`config.mk`:
```
export PLATFORM = sky130hd
export DESIGN_NAME = irq_flag_bank
export DESIGN_NICKNAME = d
export VERILOG_FILES = /design/src/rtl/irq_flag_pkg.sv /design/src/rtl/irq_access_decode.sv /design/src/rtl/irq_flag_cell.sv /design/src/rtl/irq_flag_bank.sv
export SDC_FILE = /design/constraint.sdc
export NUM_CORES = 1
export LEC_CHECK = 0
export BUFFER_PORTS_ARGS = -buffer_cell sky130_fd_sc_hd__clkbuf_2
export CELL_PAD_IN_SITES_DETAIL_PLACEMENT = 0
export CELL_PAD_IN_SITES_GLOBAL_PLACEMENT = 2
export CORE_AREA = 3 3 82 103
export CTS_CLUSTER_SIZE = 25
export DETAILED_ROUTE_END_ITERATION = 12
export DIE_AREA = 0 0 85 106
export GPL_ROUTABILITY_DRIVEN = 0
export PLACE_DENSITY_LB_ADDON = 0.1
export SETUP_SLACK_MARGIN = 0.15
export SLEW_MARGIN = 5
export SYNTH_ARGS = -nofsm -noshare
export SYNTH_HDL_FRONTEND = slang
export SYNTH_SLANG_ARGS = --single-unit
```
`constraint.sdc`:
```
create_clock -name clk -period 4.8 [get_ports clk]
set_input_delay 0.48 -clock clk [delete_from_list [all_inputs] [get_ports clk]]
set_output_delay 0.48 -clock clk [all_outputs]
set_load 0.005 [all_outputs]
```
`src/rtl/irq_flag_pkg.sv`:
```
// Package: register addresses and per-source clear-rule tables for the flag bank.
// Assumes a 3-bit register address space and at most 16 mapped sources;
// any higher source index falls back to the write-zero rule on the status address.
package irq_flag_pkg;

    localparam int ADDR_W = 3;

    localparam logic [ADDR_W-1:0] REG_STATUS     = 3'd0;
    localparam logic [ADDR_W-1:0] REG_ENABLE     = 3'd1;
    localparam logic [ADDR_W-1:0] REG_SPORT_CTRL = 3'd2;
    localparam logic [ADDR_W-1:0] REG_SPORT_DATA = 3'd3;
    localparam logic [ADDR_W-1:0] REG_CHA_DATA   = 3'd4;
    localparam logic [ADDR_W-1:0] REG_CHB_DATA   = 3'd5;

    // Which access completes the clear of an armed flag
    typedef enum logic [2:0] {
        CLR_WR_ZERO  = 3'd0,   // write 0 to the flag bit on the status address
        CLR_CTRL_WR  = 3'd1,   // write to the owning control address
        CLR_DATA_ANY = 3'd2,   // read or write of the owning data address
        CLR_CH_WR    = 3'd3,   // write to the owning channel data address
        CLR_CH_RD    = 3'd4    // read of the owning channel data address
    } clr_kind_e;

    // Clear rule of a source index
    function automatic clr_kind_e src_kind(input int idx);
        case (idx)
            4:                 return CLR_CTRL_WR;
            5:                 return CLR_DATA_ANY;
            6, 7, 11, 12:      return CLR_CH_WR;
            8, 9, 10,
            13, 14, 15:        return CLR_CH_RD;
            default:           return CLR_WR_ZERO;
        endcase
    endfunction

    // Register address whose access completes the clear of a source
    function automatic logic [ADDR_W-1:0] src_reg(input int idx);
        if (idx == 4)                    return REG_SPORT_CTRL;
        else if (idx == 5)               return REG_SPORT_DATA;
        else if (idx >= 6 && idx <= 10)  return REG_CHA_DATA;
        else if (idx >= 11 && idx <= 15) return REG_CHB_DATA;
        else                             return REG_STATUS;
    endfunction

endpackage

```
`src/rtl/irq_access_decode.sv`:
```
// Module: decodes one register access into a status-read strobe, an enable
// write strobe and a per-source "qualifying access" vector.
// Assumes at most one access per cycle; the clear rule of each source is
// fixed at elaboration from the package tables.
module irq_access_decode
    import irq_flag_pkg::*;
#(
    parameter int NUM_SRC = 16
) (
    input  logic                bus_valid_i,
    input  logic                bus_write_i,
    input  logic [ADDR_W-1:0]   bus_addr_i,
    input  logic [NUM_SRC-1:0]  bus_wdata_i,
    output logic                status_rd_o,
    output logic                enable_wr_o,
    output logic [NUM_SRC-1:0]  qual_o
);

    logic rd_s;
    logic wr_s;

    // Split the access into read and write strobes
    always_comb begin
        rd_s        = bus_valid_i && !bus_write_i;
        wr_s        = bus_valid_i &&  bus_write_i;
        status_rd_o = rd_s && (bus_addr_i == REG_STATUS);
        enable_wr_o = wr_s && (bus_addr_i == REG_ENABLE);
    end

    for (genvar k = 0; k < NUM_SRC; k++) begin : g_qual
        localparam clr_kind_e         KIND = src_kind(k);
        localparam logic [ADDR_W-1:0] OWN  = src_reg(k);
        if (KIND == CLR_WR_ZERO) begin : g_wz
            // Write with this bit at 0 on the status address
            always_comb qual_o[k] = wr_s && (bus_addr_i == REG_STATUS) && !bus_wdata_i[k];
        end else if (KIND == CLR_CTRL_WR || KIND == CLR_CH_WR) begin : g_wr
            // Write to the owning address
            always_comb qual_o[k] = wr_s && (bus_addr_i == OWN);
        end else if (KIND == CLR_DATA_ANY) begin : g_any
            // Any access to the owning address
            always_comb qual_o[k] = bus_valid_i && (bus_addr_i == OWN);
        end else begin : g_rd
            // Read of the owning address
            always_comb qual_o[k] = rd_s && (bus_addr_i == OWN);
        end
    end

endmodule

```
`src/rtl/irq_flag_cell.sv`:
```
// Module: one sticky flag with its arm bit.
// Assumes set_i is a one-cycle pulse, status_rd_i marks a status read in this
// cycle, and qual_i marks this source's qualifying access in this cycle.
module irq_flag_cell (
    input  logic clk,
    input  logic rst_n,
    input  logic set_i,
    input  logic status_rd_i,
    input  logic qual_i,
    output logic flag_o
);

    logic flag_q;
    logic arm_q;
    logic clr_hit;

    // An armed flag meets its qualifying access
    always_comb clr_hit = qual_i && arm_q;

    // Flag and arm update: set beats clear, a clear attempt always disarms
    always_ff @(posedge clk) begin
        if (!rst_n) begin
            flag_q <= 1'b0;
            arm_q  <= 1'b0;
        end else if (clr_hit) begin
            flag_q <= set_i;
            arm_q  <= 1'b0;
        end else begin
            flag_q <= flag_q || set_i;
            arm_q  <= arm_q || (status_rd_i && flag_q);
        end
    end

    assign flag_o = flag_q;


    property set_sticks_p;
        @(posedge clk) disable iff (!rst_n) set_i |=> flag_q;
    endproperty
    set_sticks_chk: assert property (set_sticks_p);


    property unarmed_holds_p;
        @(posedge clk) disable iff (!rst_n) (flag_q && !arm_q) |=> flag_q;
    endproperty
    unarmed_holds_chk: assert property (unarmed_holds_p);


    property arm_needs_flag_p;
        @(posedge clk) disable iff (!rst_n) arm_q |-> flag_q;
    endproperty
    arm_needs_flag_chk: assert property (arm_needs_flag_p);


    property fall_disarms_p;
        @(posedge clk) disable iff (!rst_n) $fell(flag_q) |-> !arm_q;
    endproperty
    fall_disarms_chk: assert property (fall_disarms_p);


    property collide_p;
        @(posedge clk) disable iff (!rst_n) (set_i && qual_i && arm_q) |=> (flag_q && !arm_q);
    endproperty
    collide_chk: assert property (collide_p);

endmodule

```
`src/rtl/irq_flag_bank.sv`:
```
// Module: top of the sticky interrupt flag bank. Holds the enable register,
// the read-data mux and the request outputs; instantiates one flag cell per source.
// Assumes one register access per cycle; peripheral addresses read back as 0.
module irq_flag_bank
    import irq_flag_pkg::*;
#(
    parameter int NUM_SRC = 16
) (
    input  logic                clk,
    input  logic                rst_n,
    input  logic [NUM_SRC-1:0]  evt_i,
    input  logic                bus_valid_i,
    input  logic                bus_write_i,
    input  logic [ADDR_W-1:0]   bus_addr_i,
    input  logic [NUM_SRC-1:0]  bus_wdata_i,
    output logic [NUM_SRC-1:0]  bus_rdata_o,
    output logic [NUM_SRC-1:0]  irq_o,
    output logic                irq_any_o
);

    logic               status_rd;
    logic               enable_wr;
    logic [NUM_SRC-1:0] qual;
    logic [NUM_SRC-1:0] flags;
    logic [NUM_SRC-1:0] en_q;

    irq_access_decode #(.NUM_SRC(NUM_SRC)) u_decode (
        .bus_valid_i (bus_valid_i),
        .bus_write_i (bus_write_i),
        .bus_addr_i  (bus_addr_i),
        .bus_wdata_i (bus_wdata_i),
        .status_rd_o (status_rd),
        .enable_wr_o (enable_wr),
        .qual_o      (qual)
    );

    for (genvar k = 0; k < NUM_SRC; k++) begin : g_cell
        irq_flag_cell u_cell (
            .clk         (clk),
            .rst_n       (rst_n),
            .set_i       (evt_i[k]),
            .status_rd_i (status_rd),
            .qual_i      (qual[k]),
            .flag_o      (flags[k])
        );
    end

    // Enable register
    always_ff @(posedge clk) begin
        if (!rst_n)         en_q <= '0;
        else if (enable_wr) en_q <= bus_wdata_i;
    end

    // Read-data mux by address
    always_comb begin
        case (bus_addr_i)
            REG_STATUS: bus_rdata_o = flags;
            REG_ENABLE: bus_rdata_o = en_q;
            default:    bus_rdata_o = '0;
        endcase
    end

    // Gated and combined requests
    always_comb begin
        irq_o     = flags & en_q;
        irq_any_o = |irq_o;
    end


    property disable_all_p;
        @(posedge clk) disable iff (!rst_n) (enable_wr && (bus_wdata_i == '0)) |=> !irq_any_o;
    endproperty
    disable_all_chk: assert property (disable_all_p);

endmodule

```
==> results.json <==
{
  "grtUsageTotal_pct": 15.16,
  "critical_path_peak_fanout": 4,
  "num_rows": 35,
  "ys_ff_latch": 48,
  "vias_in_the_first_global_route": 1991,
  "finClkSkew_ps": 8.445,
  "avgRoutedWirePerCell_um": 16.04,
  "ctsHtreeMaxLevel": 2,
  "avgSynthCellArea_um2": 8.213,
  "netlist_area_um2": 2242,
  "post_dp_cell_area_um2": 2655,
  "post_cts_resize_count": 0,
  "mappedNetlistNets": 312,
  "gr-total-overflow": 0,
  "count_of_max_cap_constraint_violations": 0,
  "worst_hold_path_type": "input pin to register",
  "cts_inserted_buffers": 5,
  "p_leak_nw": 1.201,
  "area_taken_by_multi_input_logic_gates_um2": 1122,
  "detail_route.drc_violations": 0,
  "worst-slew-pin-transition_ps": 1020,
  "holdBufCountCts": 0,
  "power_per_cell_area_nw_per_um2": 286.2,
  "rsz0062_at_grt": "false",
  "via_per_inst": 4.951,
  "post-dp-hpwl_um": 5030,
  "yosys.cell_types.count": 33,
  "synth.yosys.seq_area_share_pct": 42.86,
  "clkLatencyLatePin_ps": 300,
  "initial_antenna_violation_count": 0,
  "num_vias": 2129,
  "yosysWarnings": 0,
  "fin_area_um2": 2763,
  "path_clk_slew_ps": 90,
  "ff_latch_area_um2": 960.9,
  "critical_path_required_ps": 4320,
  "total_number_of_nets_in_the_final_design": 376,
  "cts_root_buffer": "sky130_fd_sc_hd__clkbuf_8",
  "portBuffers": 71,
  "whs_ps": 388.3,
  "report.final.slew_viol_count": 0,
  "startpoint_type": "register",
  "layout_cell_share_with_drive_strength_beyond_1_pct": 24.56,
  "max_freq_mhz": 388.6,
  "tritoncts_num_sinks": 48,
  "maximum_number_of_buffers_from_clock_root_to_sink": 2,
  "report.power.total_mw": 0.7908,
  "setup.worst_path.class": "register to output pin",
  "fp.dieArea_um2": 9010,
  "die_w_um": 85,
  "pin_count": 72,
  "drt-initial-drc-count": 106,
  "final_cell_mix": "sky130_fd_sc_hd__clkbuf_2, sky130_fd_sc_hd__nand2_1, sky130_fd_sc_hd__dfxtp_1",
  "core_area_um2": 7488,
  "timing.final.crit_period_ps": 2573,
  "timing_hold_violations_final": 0,
  "wire_length_of_the_first_global_routing_pass_um": 10720,
  "detailedRoute.firstPassIterationCount": 4,
  "final.setup.tns_ps": 0,
  "worst_slew_margin_rel_pct": 32.02,
  "num_antenna_cells": 0,
  "layout_commonest_cell": "sky130_fd_sc_hd__clkbuf_2",
  "die_height_um": 106,
  "period_share_pct": 53.61,
  "detail-route-antenna-nets": 0,
  "timing.critical_path.to_type": "output pin",
  "cts_tree": "yes",
  "outcome": "finished, final reports clean",
  "layout_area_overhead_pct": 23.21,
  "post-cts-setup-buffer-count": 0,
  "post_synthesis_instance_total": 273,
  "grt_start_max_net_pins": 72,
  "initial_util_pct": 29.94,
  "report.final.setup_viol": 0,
  "vdd_ir_drop_max_v": 0.0001120,
  "routed_wl_um": 6896,
  "crit_arrival_ps": 2090,
  "fillerInstances": 822
}
-- final timing paths --
path                           start  slack, ps                      end  cells past startpoint
max          g_cell[6].u_cell.flag_o       2230                irq_any_o                      4
min                         evt_i[4]        390  g_cell[4].u_cell.flag_o                      3
max reg2reg   g_cell[4].u_cell.arm_q       3720  g_cell[4].u_cell.flag_o                      3
min reg2reg  g_cell[14].u_cell.arm_q        470  g_cell[14].u_cell.arm_q                      1
-- critical path, cell delays in order, from the launching register on --
cell and delay, ps:
sky130_fd_sc_hd__dfxtp_1 370, sky130_fd_sc_hd__and2_4 180, sky130_fd_sc_hd__or4_1 550, sky130_fd_sc_hd__or4_1 560
sky130_fd_sc_hd__clkbuf_2 130
-- cell type report --
type | instances | share of cell area [%]
Clock buffer | 6 | 2.627
Tap cell | 92 | 4.167
Clock inverter | 2 | 1.268
Multi-Input combinational cell | 186 | 40.63
Timing Repair Buffer | 73 | 13.41
Sequential cell | 48 | 34.78
Inverter | 23 | 3.125
-- report_power, final --
group | switching (mW) | total [mW] | leakage [nW] | internal [mW]
combinational | 0.0480 | 0.0791 | 0.753 | 0.0311
clock | 0.134 | 0.289 | 0.0552 | 0.155
sequential | 0.0118 | 0.423 | 0.392 | 0.411
-- state kept, by name, indices dropped and copies added, names as in the netlist --
| name | cells |
|---|---|
| g_cell.u_cell.flag_o | 16 |
| g_cell.u_cell.arm_q | 16 |
| en_q | 16 |
-- kinds of logic (layout without fill, tap and decap cells) --
| group | Yosys count | after routing | share of synthesized area [%] |
|---|---|---|---|
| buffers and inverters | 39 | 104 | 7.087 |
| DFF | 48 | 48 | 42.86 |
| AOI/OAI and AO/OA | 69 | 69 | 19.53 |
| and+or+nand+nor | 99 | 99 | 22.49 |
| muxes | 18 | 18 | 8.036 |
-- stage by stage --
stage / utilization (%) / worst slack, ps / instances
5_1_grt: 36.89 / 2140 / 430
3_3_place_gp: 35.46 / 2171 / 422
6_report: 36.89 / 2227 / 430
2_1_floorplan: - / 2833 / 273
3_5_place_dp: 35.46 / 2087 / 422
4_1_cts: 36.89 / 2205 / 430
-- metal layers --
metal  GRT usage [%]  up-vias  routed length (um)
met2           23.67       69                3246
met4           4.412        0                 112
met5               0        -                   0
met1           20.93      960                3137
li1                -     1092                   -
met3           3.178        8                 401
-- cells in the mapped netlist, drive strengths merged --
cell type	count	share of area (%)
mux2i	18	8.0
or4	5	1.7
and3	1	0.28
o21ai	32	7.1
nand2	49	8.2
or3b	1	0.39
o32ai	6	2.3
o41ai	1	0.39
nor3b	1	0.84
o311ai	2	0.78
buf	4	1.2
a22o	8	3.1
nand4	8	2.2
nor2b	1	0.28
clkbuf	12	2.0
or3	1	0.28
nand3b	1	0.33
o211ai	4	1.3
dfxtp	48	43
nor2	5	0.84
inv	23	3.9
nand2b	2	0.56
nand3	3	0.67
a21oi	1	0.22
nor3	5	1.3
a31oi	15	4.2
and2	16	4.6
Note: power is estimated with default switching activity, not from simulation.
